$ cat config.mk
export PLATFORM = sky130hd
export DESIGN_NAME = dma_link_channel
export DESIGN_NICKNAME = d
export VERILOG_FILES = /design/src/rtl/dma_link_channel.sv
export SDC_FILE = /design/constraint.sdc
export NUM_CORES = 1
export LEC_CHECK = 0
export ABC_AREA = 1
export BUFFER_PORTS_ARGS = -buffer_cell sky130_fd_sc_hd__buf_2
export CAP_MARGIN = 10
export CELL_PAD_IN_SITES_DETAIL_PLACEMENT = 0
export CELL_PAD_IN_SITES_GLOBAL_PLACEMENT = 1
export CORE_ASPECT_RATIO = 0.9
export CORE_MARGIN = 2
export CORE_UTILIZATION = 40
export CTS_CLUSTER_SIZE = 25
export DETAILED_ROUTE_END_ITERATION = 16
export PLACE_DENSITY_LB_ADDON = 0.1
export SETUP_SLACK_MARGIN = 0.15
export SLEW_MARGIN = 20
export SYNTH_ARGS = -nofsm -noshare
export SYNTH_HDL_FRONTEND = slang
export SYNTH_SLANG_ARGS = --single-unit
$ cat constraint.sdc
create_clock -name clk -period 4.15 [get_ports clk]
set_input_delay 0.6225 -clock clk [delete_from_list [all_inputs] [get_ports clk]]
set_output_delay 0.6225 -clock clk [all_outputs]
set_load 0.01 [all_outputs]
$ cat src/rtl/dma_link_channel.sv
module dma_link_channel #(
  parameter int AW    = 32,
  parameter int LEN_W = 12
) (
  input  logic          clk,
  input  logic          rst_n,
  input  logic          cfg_wr,
  input  logic [AW-1:0] cfg_src,
  input  logic [AW-1:0] cfg_dst,
  input  logic [31:0]   cfg_ctrl,
  input  logic [31:0]   cfg_link,
  input  logic          cfg_link_en,
  input  logic          start,
  input  logic          stop,
  input  logic [3:0]    irq_en,
  input  logic [3:0]    flag_clr,
  output logic [3:0]    flags,
  output logic          irq,
  output logic          busy,
  output logic          cfg_nack,
  output logic          m_req,
  output logic          m_wr,
  output logic [AW-1:0] m_addr,
  output logic [1:0]    m_size,
  output logic [31:0]   m_wdata,
  input  logic          m_ready,
  input  logic [31:0]   m_rdata,
  input  logic          m_err
);

  localparam int LEN_LSB = 12;
  localparam int F_DESC = 0, F_ADDR = 1, F_BUS = 2, F_DONE = 3;

  typedef enum logic [2:0] {S_IDLE, S_CHECK, S_RD, S_WR, S_END, S_FETCH} st_t;

  st_t           st;
  logic [AW-1:0] src_a, dst_a, fptr;
  logic [31:0]   ctl, lnk, hold;
  logic          lnk_en, stop_pend;
  logic [LEN_W-1:0] rem;
  logic [2:0]    off;
  logic [1:0]    fidx;
  logic [3:0]    fset;

  function automatic logic [2:0] wbytes(input logic [1:0] c);
    return (c == 2'd3) ? 3'd4 : (c == 2'd2) ? 3'd2 : 3'd1;
  endfunction

  function automatic logic [1:0] wlog(input logic [1:0] c);
    return (c == 2'd3) ? 2'd2 : (c == 2'd2) ? 2'd1 : 2'd0;
  endfunction

  function automatic logic [4:0] beats(input logic [1:0] c);
    case (c)
      2'd0: return 5'd1;
      2'd1: return 5'd4;
      2'd2: return 5'd8;
      default: return 5'd16;
    endcase
  endfunction

  function automatic logic [31:0] lane_mask(input logic [2:0] n);
    return (n == 3'd4) ? 32'hFFFF_FFFF : (n == 3'd2) ? 32'h0000_FFFF : 32'h0000_00FF;
  endfunction

  wire            s_inc = ctl[0];
  wire            d_inc = ctl[1];
  wire [1:0]      sw_c  = ctl[3:2];
  wire [1:0]      dw_c  = ctl[5:4];
  wire [2:0]      sb_c  = ctl[8:6];
  wire [2:0]      db_c  = ctl[11:9];
  wire [LEN_W-1:0] len  = ctl[LEN_LSB +: LEN_W];

  wire [2:0] sw   = wbytes(sw_c);
  wire [2:0] dw   = wbytes(dw_c);
  wire [2:0] unit = (sw > dw) ? sw : dw;

  wire [6:0] s_burst = 7'(sw * beats(sb_c[1:0]));
  wire [6:0] d_burst = 7'(dw * beats(db_c[1:0]));
  wire [6:0] s_algn  = sb_c[2] ? s_burst : {4'd0, sw};
  wire [6:0] d_algn  = db_c[2] ? d_burst : {4'd0, dw};

  wire s_ok   = (src_a[6:0] & (s_algn - 7'd1)) == 7'd0;
  wire d_ok   = (dst_a[6:0] & (d_algn - 7'd1)) == 7'd0;
  wire len_ok = (len & (LEN_W'(unit) - LEN_W'(1))) == '0;
  wire cfg_ok = (s_burst == d_burst) && s_ok && d_ok && len_ok;

  assign busy  = (st != S_IDLE);
  assign m_req = (st == S_RD) || (st == S_WR) || (st == S_FETCH);
  assign m_wr  = (st == S_WR);
  assign m_addr = (st == S_WR)    ? dst_a :
                  (st == S_FETCH) ? fptr + AW'({fidx, 2'b00}) : src_a;
  assign m_size = (st == S_WR) ? wlog(dw_c) : (st == S_FETCH) ? 2'd2 : wlog(sw_c);
  assign m_wdata = (hold >> {off, 3'b000}) & lane_mask(dw);
  assign irq = |(flags & irq_en);

  wire beat = m_req && m_ready;
  wire good = beat && !m_err;

  always_comb begin
    fset = '0;
    fset[F_DESC] = (st == S_END) && lnk[1];
    fset[F_ADDR] = (st == S_CHECK) && !stop_pend && !cfg_ok;
    fset[F_BUS]  = beat && m_err;
    fset[F_DONE] = (st == S_END) && (lnk[0] || !lnk_en);
  end

  always_ff @(posedge clk) begin
    if (!rst_n) begin
      st        <= S_IDLE;
      src_a     <= '0;
      dst_a     <= '0;
      fptr      <= '0;
      ctl       <= '0;
      lnk       <= 32'h1;
      lnk_en    <= 1'b0;
      hold      <= '0;
      rem       <= '0;
      off       <= '0;
      fidx      <= '0;
      stop_pend <= 1'b0;
      flags     <= '0;
      cfg_nack  <= 1'b0;
    end else begin
      flags    <= (flags & ~flag_clr) | fset;
      cfg_nack <= cfg_wr && busy;
      if (stop && busy) stop_pend <= 1'b1;

      if (cfg_wr && !busy) begin
        src_a  <= cfg_src;
        dst_a  <= cfg_dst;
        ctl    <= cfg_ctrl;
        lnk    <= cfg_link_en ? cfg_link : 32'h1;
        lnk_en <= cfg_link_en;
      end

      case (st)
        S_IDLE: begin
          stop_pend <= 1'b0;
          if (start) st <= S_CHECK;
        end
        S_CHECK: begin
          if (stop_pend || stop) st <= S_IDLE;
          else if (!cfg_ok) st <= S_IDLE;
          else if (len == '0) st <= S_END;
          else begin
            rem  <= len;
            off  <= '0;
            hold <= '0;
            st   <= S_RD;
          end
        end
        S_RD: begin
          if (beat && m_err) st <= S_IDLE;
          else if (good) begin
            hold  <= hold | ((m_rdata & lane_mask(sw)) << {off, 3'b000});
            src_a <= src_a + (s_inc ? AW'(sw) : AW'(0));
            if (stop_pend || stop) st <= S_IDLE;
            else if (off + sw == unit) begin
              off <= '0;
              st  <= S_WR;
            end else off <= off + sw;
          end
        end
        S_WR: begin
          if (beat && m_err) st <= S_IDLE;
          else if (good) begin
            dst_a <= dst_a + (d_inc ? AW'(dw) : AW'(0));
            if (stop_pend || stop) st <= S_IDLE;
            else if (off + dw == unit) begin
              off  <= '0;
              hold <= '0;
              rem  <= rem - LEN_W'(unit);
              st   <= (rem == LEN_W'(unit)) ? S_END : S_RD;
            end else off <= off + dw;
          end
        end
        S_END: begin
          if (lnk[0] || !lnk_en) st <= S_IDLE;
          else begin
            fptr <= AW'({lnk[31:4], 4'b0000});
            fidx <= '0;
            st   <= S_FETCH;
          end
        end
        S_FETCH: begin
          if (beat && m_err) st <= S_IDLE;
          else if (good) begin
            case (fidx)
              2'd0: src_a <= AW'(m_rdata);
              2'd1: dst_a <= AW'(m_rdata);
              2'd2: ctl   <= m_rdata;
              default: lnk <= m_rdata;
            endcase
            if (stop_pend || stop) st <= S_IDLE;
            else if (fidx == 2'd3) st <= S_CHECK;
            else fidx <= fidx + 2'd1;
          end
        end
        default: st <= S_IDLE;
      endcase
    end
  end

endmodule


==> implementation parameters, run 1 <==
Parameter                              Value

Run status
  Run status ... finished clean

Timing
  Actual slew at the worst max-slew pin ... 1.13 ns
  Fin crit share ... 0.898
  Finish-stage setup viols ... 0
  Setup TNS Final ... 0 ns
  Min Clock Period, post-route ... 3.73 ns
  Layout Skew ... between 0.02 and 0.03 ns
  Unrepaired setup endpoints after global routing ... no
  Remaining max-slew budget at the tightest pin ... 0.245
  Final number of max-transition violations ... 0
  Final hold violation count ... 0
  Max Freq ... 268 MHz

Worst setup path
  Sort of element at the end of the critical path ... primary output
  CP Max Fanout ... 17
  Start-to-end type of the worst setup path ... flip-flop to primary output
  Required time of the critical path ... 3.53 ns
  First element of the critical path ... st[2]
  Startpoint of the most critical register-to-register path ... ctl[3]
  Worst setup SP type ... flip-flop
  Data arrival time of the worst path ... roughly 3.1 ns

Placement
  DP HPWL ... 50.5 mm
  Number of input and output port buffers inserted ... 240
  Post-placement cell area ... 16600 um^2
  Placer congestion estimate ... between 0.9 and 1

Routing
  Detailed-route DRC error count ... 0
  DR iter-0 viols ... 1697
  WL final ... 67.4 mm
  Pre-Repair DR Iteration Count ... 6
  DR vias ... 17587
  Routed via count divided by cell count ... 5.65
  Routed wire length per instance ... 21.6 um
  Number of antenna-violating nets in the routed design ... 0

Global routing
  Global-route usage over all layers ... 0.335
  Vias in the first global route ... 16234
  Global-route wire length before repair ... 100 mm
  Maximum number of pins on one net before global-route repair ... 76
  Initial antenna violation count ... 1
  Final global-route overflow total ... 0

Layout
  Final design area excluding fillers ... 17400 um^2
  Post-route core utilization ... 0.469
  Synth-to-layout area growth ... 16.2%
  Area taken by multi-input logic gates ... about 9000 um^2
  Antenna diode count ... 0
  Number of filler instances in the final layout ... 4078
  # nets final ... 2834
  Layout cells sized above 1 ... 0.146
  Storage element area ... 4110 um^2

Clock network
  Maximum root-to-sink buffer count ... 3
  Clock tree root buffer cell ... clkbuf_16
  Cts bufs inserted ... 26
  Clk slew on worst S/H paths ... 0.06 ns
  Number of post-CTS setup repair buffers ... 0
  Clock latency on the worst-skew pair ... roughly 0.57 ns
  # clock sinks ... 205
  Deepest level of the CTS H-tree ... 1
  TritonCTS clock tree ... built

Synth
  Number of synthesized register bits ... 205
  Synthesized net count ... 2653
  Post-synthesis cell area ... ~15000 um^2
  Dominant register cell in the synthesized netlist ... dfxtp_1
  Proportion of synthesized chip area in sequential cells ... 0.274
  Count of unique library cells instantiated by Yosys ... 48
  Post-synthesis cell count ... 2436
  Number of enable flip-flop cells after synthesis ... 0
  Yosys synthesis warning count ... 0
  Mean instance size in the synthesized netlist ... about 6 um^2
  Share of flip-flops with an asynchronous set or reset after synthesis ... 0

Floorplan
  Chip width ... about 210 um
  Total number of placement rows ... 67
  Initial standard-cell utilization of the core ... 0.404
  Height of the die ... between 150 and 200 um
  Ports placed on the boundary ... 251
  Placeable core region ... 37100 um^2
  Die area ... about 39000 um^2

Job
  Max capacitance violation total ... 0

Worst hold path
  Class of the tightest hold or removal check ... input port to flip-flop
  Hold wc startpoint ... cfg_link[28]

Power
  Static power due to leakage ... 8.12 nW
  Pwr dens ... 370 nW/um^2
  Worst ir drop on vdd ... 0.278 mV
==> metrics by stage <==
stage	hold WS, ns	std cells	worst slack (ns)	total power, mW
final	0.319	3114	0.424	6.43
after global routing	0.315	3114	0.185	6.77
after CTS	0.303	3114	0.256	6.43
after detailed placement	0.440	3072	0.386	4.24
after global placement	0.438	3072	0.478	4.22
after floorplan	0.425	2436	0.696	3.56
==> path summary, 6_finish.rpt <==
kind | slack (ns) | endpoint | cells past startpoint
min reg2reg | 0.45 | hold[2] | 2
min | 0.32 | lnk[28] | 3
max | 0.42 | m_addr[1] | 7
max reg2reg | 0.51 | rem[11] | 21
==> cell type report <==
cell class,count,area share
flip-flops and latches,205,0.236
inverters,309,0.0669
well taps,483,0.0348
multi-input cells,1785,0.526
clock inverters,8,0.00468
repair buffers,290,0.0923
clock buffers,34,0.0397
==> cell usage after synthesis (all sizes together), types with 7 or more instances <==
library cell	count	area share
a22oi	12	0.0060
nor2	289	0.076
buf	34	0.013
nand3	121	0.041
nand3b	7	0.0035
o22ai	25	0.010
o21ai	274	0.092
clkbuf	103	0.026
a221oi	22	0.013
nand2	564	0.14
or2	13	0.0054
nor3	51	0.018
a211oi	28	0.014
inv	306	0.077
ha	32	0.027
nand4	24	0.010
dfxtp	205	0.27
o211ai	55	0.028
xor2	23	0.013
a31oi	26	0.012
a21oi	154	0.052
o32ai	9	0.0053
o221ai	19	0.011
nor4	7	0.0029
fa	9	0.012
==> repair_timing <==
action / CTS / global route
resized for setup: 0 / 4
hold buffers: 0 / 0
endpoints found under the setup margin: 0 / 48
==> worst max-delay path, stage by stage (launching register included) <==
cell and delay [ns]:
dfxtp_1 0.62, nor2_1 0.14, nand2_2 0.38, clkinv_1 0.18, nor2_2 0.42, inv_1 0.26
o21ai_0 0.33, buf_2 0.20
==> registers in the layout, indices dropped and copies added (netlist names), 4 cells and up <==
name / flops
src_a: 32
ctl: 24
hold: 32
rem: 12
fptr: 28
flags: 4
dst_a: 32
lnk: 30
==> power by group <==
part / switching [mW] / internal, mW / total (mW)
clock network: 0.958 / 1.22 / 2.18
logic: 1.32 / 0.651 / 1.97
registers: 0.156 / 2.12 / 2.28
==> routing by layer <==
layer | up-vias | global-route usage | wire (um)
met5 | - | 0 | 0
met4 | 0 | 0.110 | 2370
met3 | 112 | 0.0413 | 5380
met2 | 771 | 0.518 | 29200
met1 | 8217 | 0.481 | 30500
li1 | 8487 | - | -
==> placed cells by master, fill, tap and decap left out, types with 49 or more instances in the layout <==
| cell | count |
|---|---|
| nor2_1 | 277 |
| o211ai_1 | 55 |
| nand2_1 | 548 |
| nor3_1 | 49 |
| o21ai_0 | 271 |
| a21oi_1 | 152 |
| inv_1 | 296 |
| dfxtp_1 | 204 |
| buf_2 | 239 |
| nand3_1 | 120 |
| buf_4 | 49 |
==> kinds of logic after synthesis <==
| group | share of synthesized area |
|---|---|
| buffers and inverters | 0.117 |
| adders and majority gates | 0.0388 |
| AOI/OAI and AO/OA | 0.252 |
| DFF | 0.274 |
| xor gates and xnor gates | 0.0164 |
| and+or+nand+nor | 0.301 |
No activity file was read; power rests on OpenSTA's default activity.
==> run 2, diff against run 1 <==
--- a/config.mk
+++ b/config.mk
@@ -5,16 +5,16 @@
 export SDC_FILE = /design/constraint.sdc
 export NUM_CORES = 1
 export LEC_CHECK = 0
-export ABC_AREA = 1
 export BUFFER_PORTS_ARGS = -buffer_cell sky130_fd_sc_hd__buf_2
 export CAP_MARGIN = 10
 export CELL_PAD_IN_SITES_DETAIL_PLACEMENT = 0
 export CELL_PAD_IN_SITES_GLOBAL_PLACEMENT = 1
 export CORE_ASPECT_RATIO = 0.9
 export CORE_MARGIN = 2
-export CORE_UTILIZATION = 40
+export CORE_UTILIZATION = 41
 export CTS_CLUSTER_SIZE = 25
 export DETAILED_ROUTE_END_ITERATION = 16
+export HOLD_SLACK_MARGIN = 0.15
 export PLACE_DENSITY_LB_ADDON = 0.1
 export SETUP_SLACK_MARGIN = 0.15
 export SLEW_MARGIN = 20
==> run 2 against run 1 <==
  * Flip-flop and latch count unchanged
  * Power up 45%
  * Sequential share of layout area rose by 0.71 points
  * Die area decreased by 11%
  * Global-route usage decreased by 1.4 points
==> implementation parameters, run 2 <==
Parameter                              Value

Floorplan
  Chip width ... between 150 and 200 um
  Total number of placement rows ... 63
  Placeable core region ... 32900 um^2
  Height of the die ... 177 um
  Initial standard-cell utilization of the core ... 0.416
  Die area ... 34800 um^2
  Ports placed on the boundary ... 251

Worst setup path
  CP peak stage delay ... about 0.6 ns
  Reg2Reg Capture Point ... hold[4]
  Most Frequent Cell on Critical Path ... inv_2
  First element of the critical path ... ctl[3]
  Logic depth of the worst path, buffers included ... 17
  CP Max Fanout ... 6
  Critical-path cell list ... inv_4 > nor2_4 > inv_2 > or2_4 > fa_1 > inv_2 > fa_2 > xor2_1 > nor3_2 > nand4_1 > a211o_1 > or4_4 > o31ai_4 > buf_6 > nand4_4 > or3b_1 > a21oi_1
  Register-to-Register Path Depth ... 17
  Worst-path cell with the longest stage delay ... fa_2
  Startpoint of the most critical register-to-register path ... ctl[3]
  Worst-case register-to-register setup slack ... about 0.019 ns
  Data arrival time of the worst path ... approximately 4.6 ns
  Worst setup SP type ... flip-flop
  Sort of element at the end of the critical path ... flip-flop
  Critical Path Sink ... hold[4]
  Family with the most delay on the worst path ... simple AND/OR/NAND/NOR gates
  Number of buffers and inverters on the critical path ... 4
  Start-to-end type of the worst setup path ... flip-flop to flip-flop
  Required time of the critical path ... 4.63 ns

Synth
  Post-synthesis cell area ... 13700 um^2
  Yosys synthesis warning count ... 0
  Compound-cell area share of the yosys netlist ... 0.224
  Area share of the largest cell type after synthesis ... 0.300
  Number of enable flip-flop cells after synthesis ... 0
  Synth cell count leaders ... 359 x nand2_1, 253 x nor2_1, 205 x dfxtp_1
  Dominant combinational cell family by area after synthesis ... simple AND/OR/NAND/NOR gates
  Area fraction in and, or, nand and nor cells after synthesis ... 0.278
  Parity-gate share of the synthesized area counting xor and xnor cells ... 0.0562
  Mean instance size in the synthesized netlist ... 7.21 um^2
  Number of synthesized register bits ... between 200 and 250
  Proportion of synthesized chip area in sequential cells ... 0.300
  Count of unique library cells instantiated by Yosys ... 68
  Post-synthesis cell count ... about 1900
  Proportion of synthesized area in mux cells ... 0.0458
  Largest cells by area after synthesis ... dfxtp_1 30%, nand2_1 9.9%, nor2_1 6.9%
  Share of flip-flops with an asynchronous set or reset after synthesis ... 0
  Dominant register cell in the synthesized netlist ... dfxtp_1
  Synthesized net count ... about 2100
  Adder and majority cell fraction of the synthesized area ... 0.0424
  Most used standard cell by instance count after synthesis ... nand2_1
  Area leader, netlist ... dfxtp_1

Global routing
  Global-route usage over all layers ... 0.321
  Maximum number of pins on one net before global-route repair ... 80
  Vias in the first global route ... between 10000 and 15000
  Initial antenna violation count ... 0
  Global-route wire length before repair ... between 80 and 90 mm
  Final global-route overflow total ... 0

Layout
  Top flop regs ... dst_a (32), hold (32), src_a (32)
  # nets final ... 2320
  Number of filler instances in the final layout ... 3371
  Commonest non-fill, non-tap cell in the layout ... nand2_1
  Antenna diode count ... 0
  Synth-to-layout area growth ... 23.8%
  Post-route core utilization ... 0.515
  Layout cells sized above 1 ... 0.215
  Most used cells in the layout excluding fill and tap cells ... 355 x nand2_1, 247 x nor2_1, 240 x buf_2

Worst hold path
  Class of the tightest hold or removal check ... input port to flip-flop
  Hold wc startpoint ... cfg_ctrl[4]

Timing
  Min Clock Period, post-route ... 4.13 ns
  Finish-stage setup viols ... 0
  Final number of max-transition violations ... 0
  Final hold violation count ... 0
  Layout Skew ... around 0.015 ns
  Fin crit share ... 0.995
  Max Freq ... about 240 MHz
  Actual slew at the worst max-slew pin ... 0.980 ns
  Setup TNS Final ... 0 ns
  Remaining max-slew budget at the tightest pin ... 0.347
  Unrepaired setup endpoints after global routing ... yes
  Minimum setup slack in the final design ... between 0.015 and 0.02 ns

Routing
  Pre-Repair DR Iteration Count ... 5
  Routed wire length per instance ... between 20 and 25 um
  DR iter-0 viols ... 1364
  Number of antenna-violating nets in the routed design ... 0
  Routed via count divided by cell count ... 5.87
  DR vias ... between 10000 and 15000
  WL final ... 57.4 mm
  Detailed-route DRC error count ... 0

Power
  Pwr dens ... 550 nW/um^2
  Tot Pwr ... 9.32 mW
  Static power due to leakage ... 6.79 nW
  Worst ir drop on vdd ... 0.314 mV

Clock network
  Deepest level of the CTS H-tree ... 1
  Maximum root-to-sink buffer count ... 3
  TritonCTS clock tree ... built
  # clock sinks ... between 200 and 250
  CTS Hold Bufs ... 0
  Clk slew on worst S/H paths ... 0.06 ns
  Cts bufs inserted ... 25
  Clock tree root buffer cell ... clkbuf_16
  Clock latency on the worst-skew pair ... roughly 0.56 ns

Placement
  DP HPWL ... 40.7 mm
  Number of input and output port buffers inserted ... 240
  Worst Setup Slack post-DPL ... -0.130 ns
  Placer congestion estimate ... 0.917

Job
  Max capacitance violation total ... 0

Run status
  Run status ... finished clean
## run 2: changes by cell type in the layout (fill, tap and decap cells not counted), moves of 54 or more
cell,previous run,this run
a311oi_1,0,54
nand3_1,120,61
inv_1,296,30
o21ai_0,271,30
nand2_1,548,355
mux2i_1,0,59
## run 2: kinds of logic after synthesis
group / after synthesis
and+or+nand+nor: 866
AOI/OAI and AO/OA: 446
DFF: 205
buffers and inverters: 191
xor gates and xnor gates: 87
muxes: 62
adders and majority gates: 41
## run 2: through the flow
stage	cell area, um^2	hold WS, ns	std cells
3_5_place_dp	15500	0.446	2479
5_1_grt	16900	0.346	2541
2_1_floorplan	13700	0.432	1898
3_3_place_gp	15500	0.443	2479
6_report	16900	0.338	2541
4_1_cts	16600	0.309	2535
## run 2: routing by layer
metal / wire length, um / global-route usage / vias up
met5: 0 / 0 / -
met4: 2140 / 0.117 / 0
met3: 3880 / 0.0435 / 110
met2: 25500 / 0.504 / 572
met1: 25900 / 0.449 / 7105
li1: - / - / 7131
## run 2: final cells by class
cell class | count | area [um^2] | share of cell area
Clock buffer | 34 | 721 | 0.0425
Clock inverter | 9 | 139 | 0.00820
Inverter | 37 | 146 | 0.00864
Multi-Input combinational cell | 1502 | 9180 | 0.542
Sequential cell | 205 | 4120 | 0.243
Tap cell | 422 | 528 | 0.0312
Timing Repair Buffer | 332 | 2100 | 0.124
## run 2: worst reg2reg max path: stages (launching register included)
cell	delay, ns
dfxtp_4	0.37
inv_4	0.04
nor2_4	0.11
inv_2	0.04
or2_4	0.24
fa_1	0.50
inv_2	0.05
fa_2	0.60
xor2_1	0.08
nor3_2	0.18
nand4_1	0.10
a211o_1	0.24
or4_4	0.46
o31ai_4	0.21
buf_6	0.16
nand4_4	0.16
or3b_1	0.42
a21oi_1	0.12
## run 2: how the worst min path moves through the flow
stage                    end  cells past startpoint
finish                ctl[4]                      3
floorplan            hold[0]                      2
global route          ctl[2]                      3
CTS                 flags[2]                      3
detailed placement  fptr[17]                      2
global placement    fptr[21]                      2
## run 2: timing repair
item | 4_1_cts | 5_1_grt
pin swaps | 14 | 22
resized for setup | 29 | 47
buffers inserted | 9 | 4
setup endpoints to repair | 47 | 48
gates cloned | 4 | 2
## run 2: report_power, final
group / switching, mW / total [mW] / internal [mW]
sequential: 0.452 / 2.75 / 2.30
combinational: 2.50 / 4.22 / 1.73
clock: 0.938 / 2.34 / 1.40
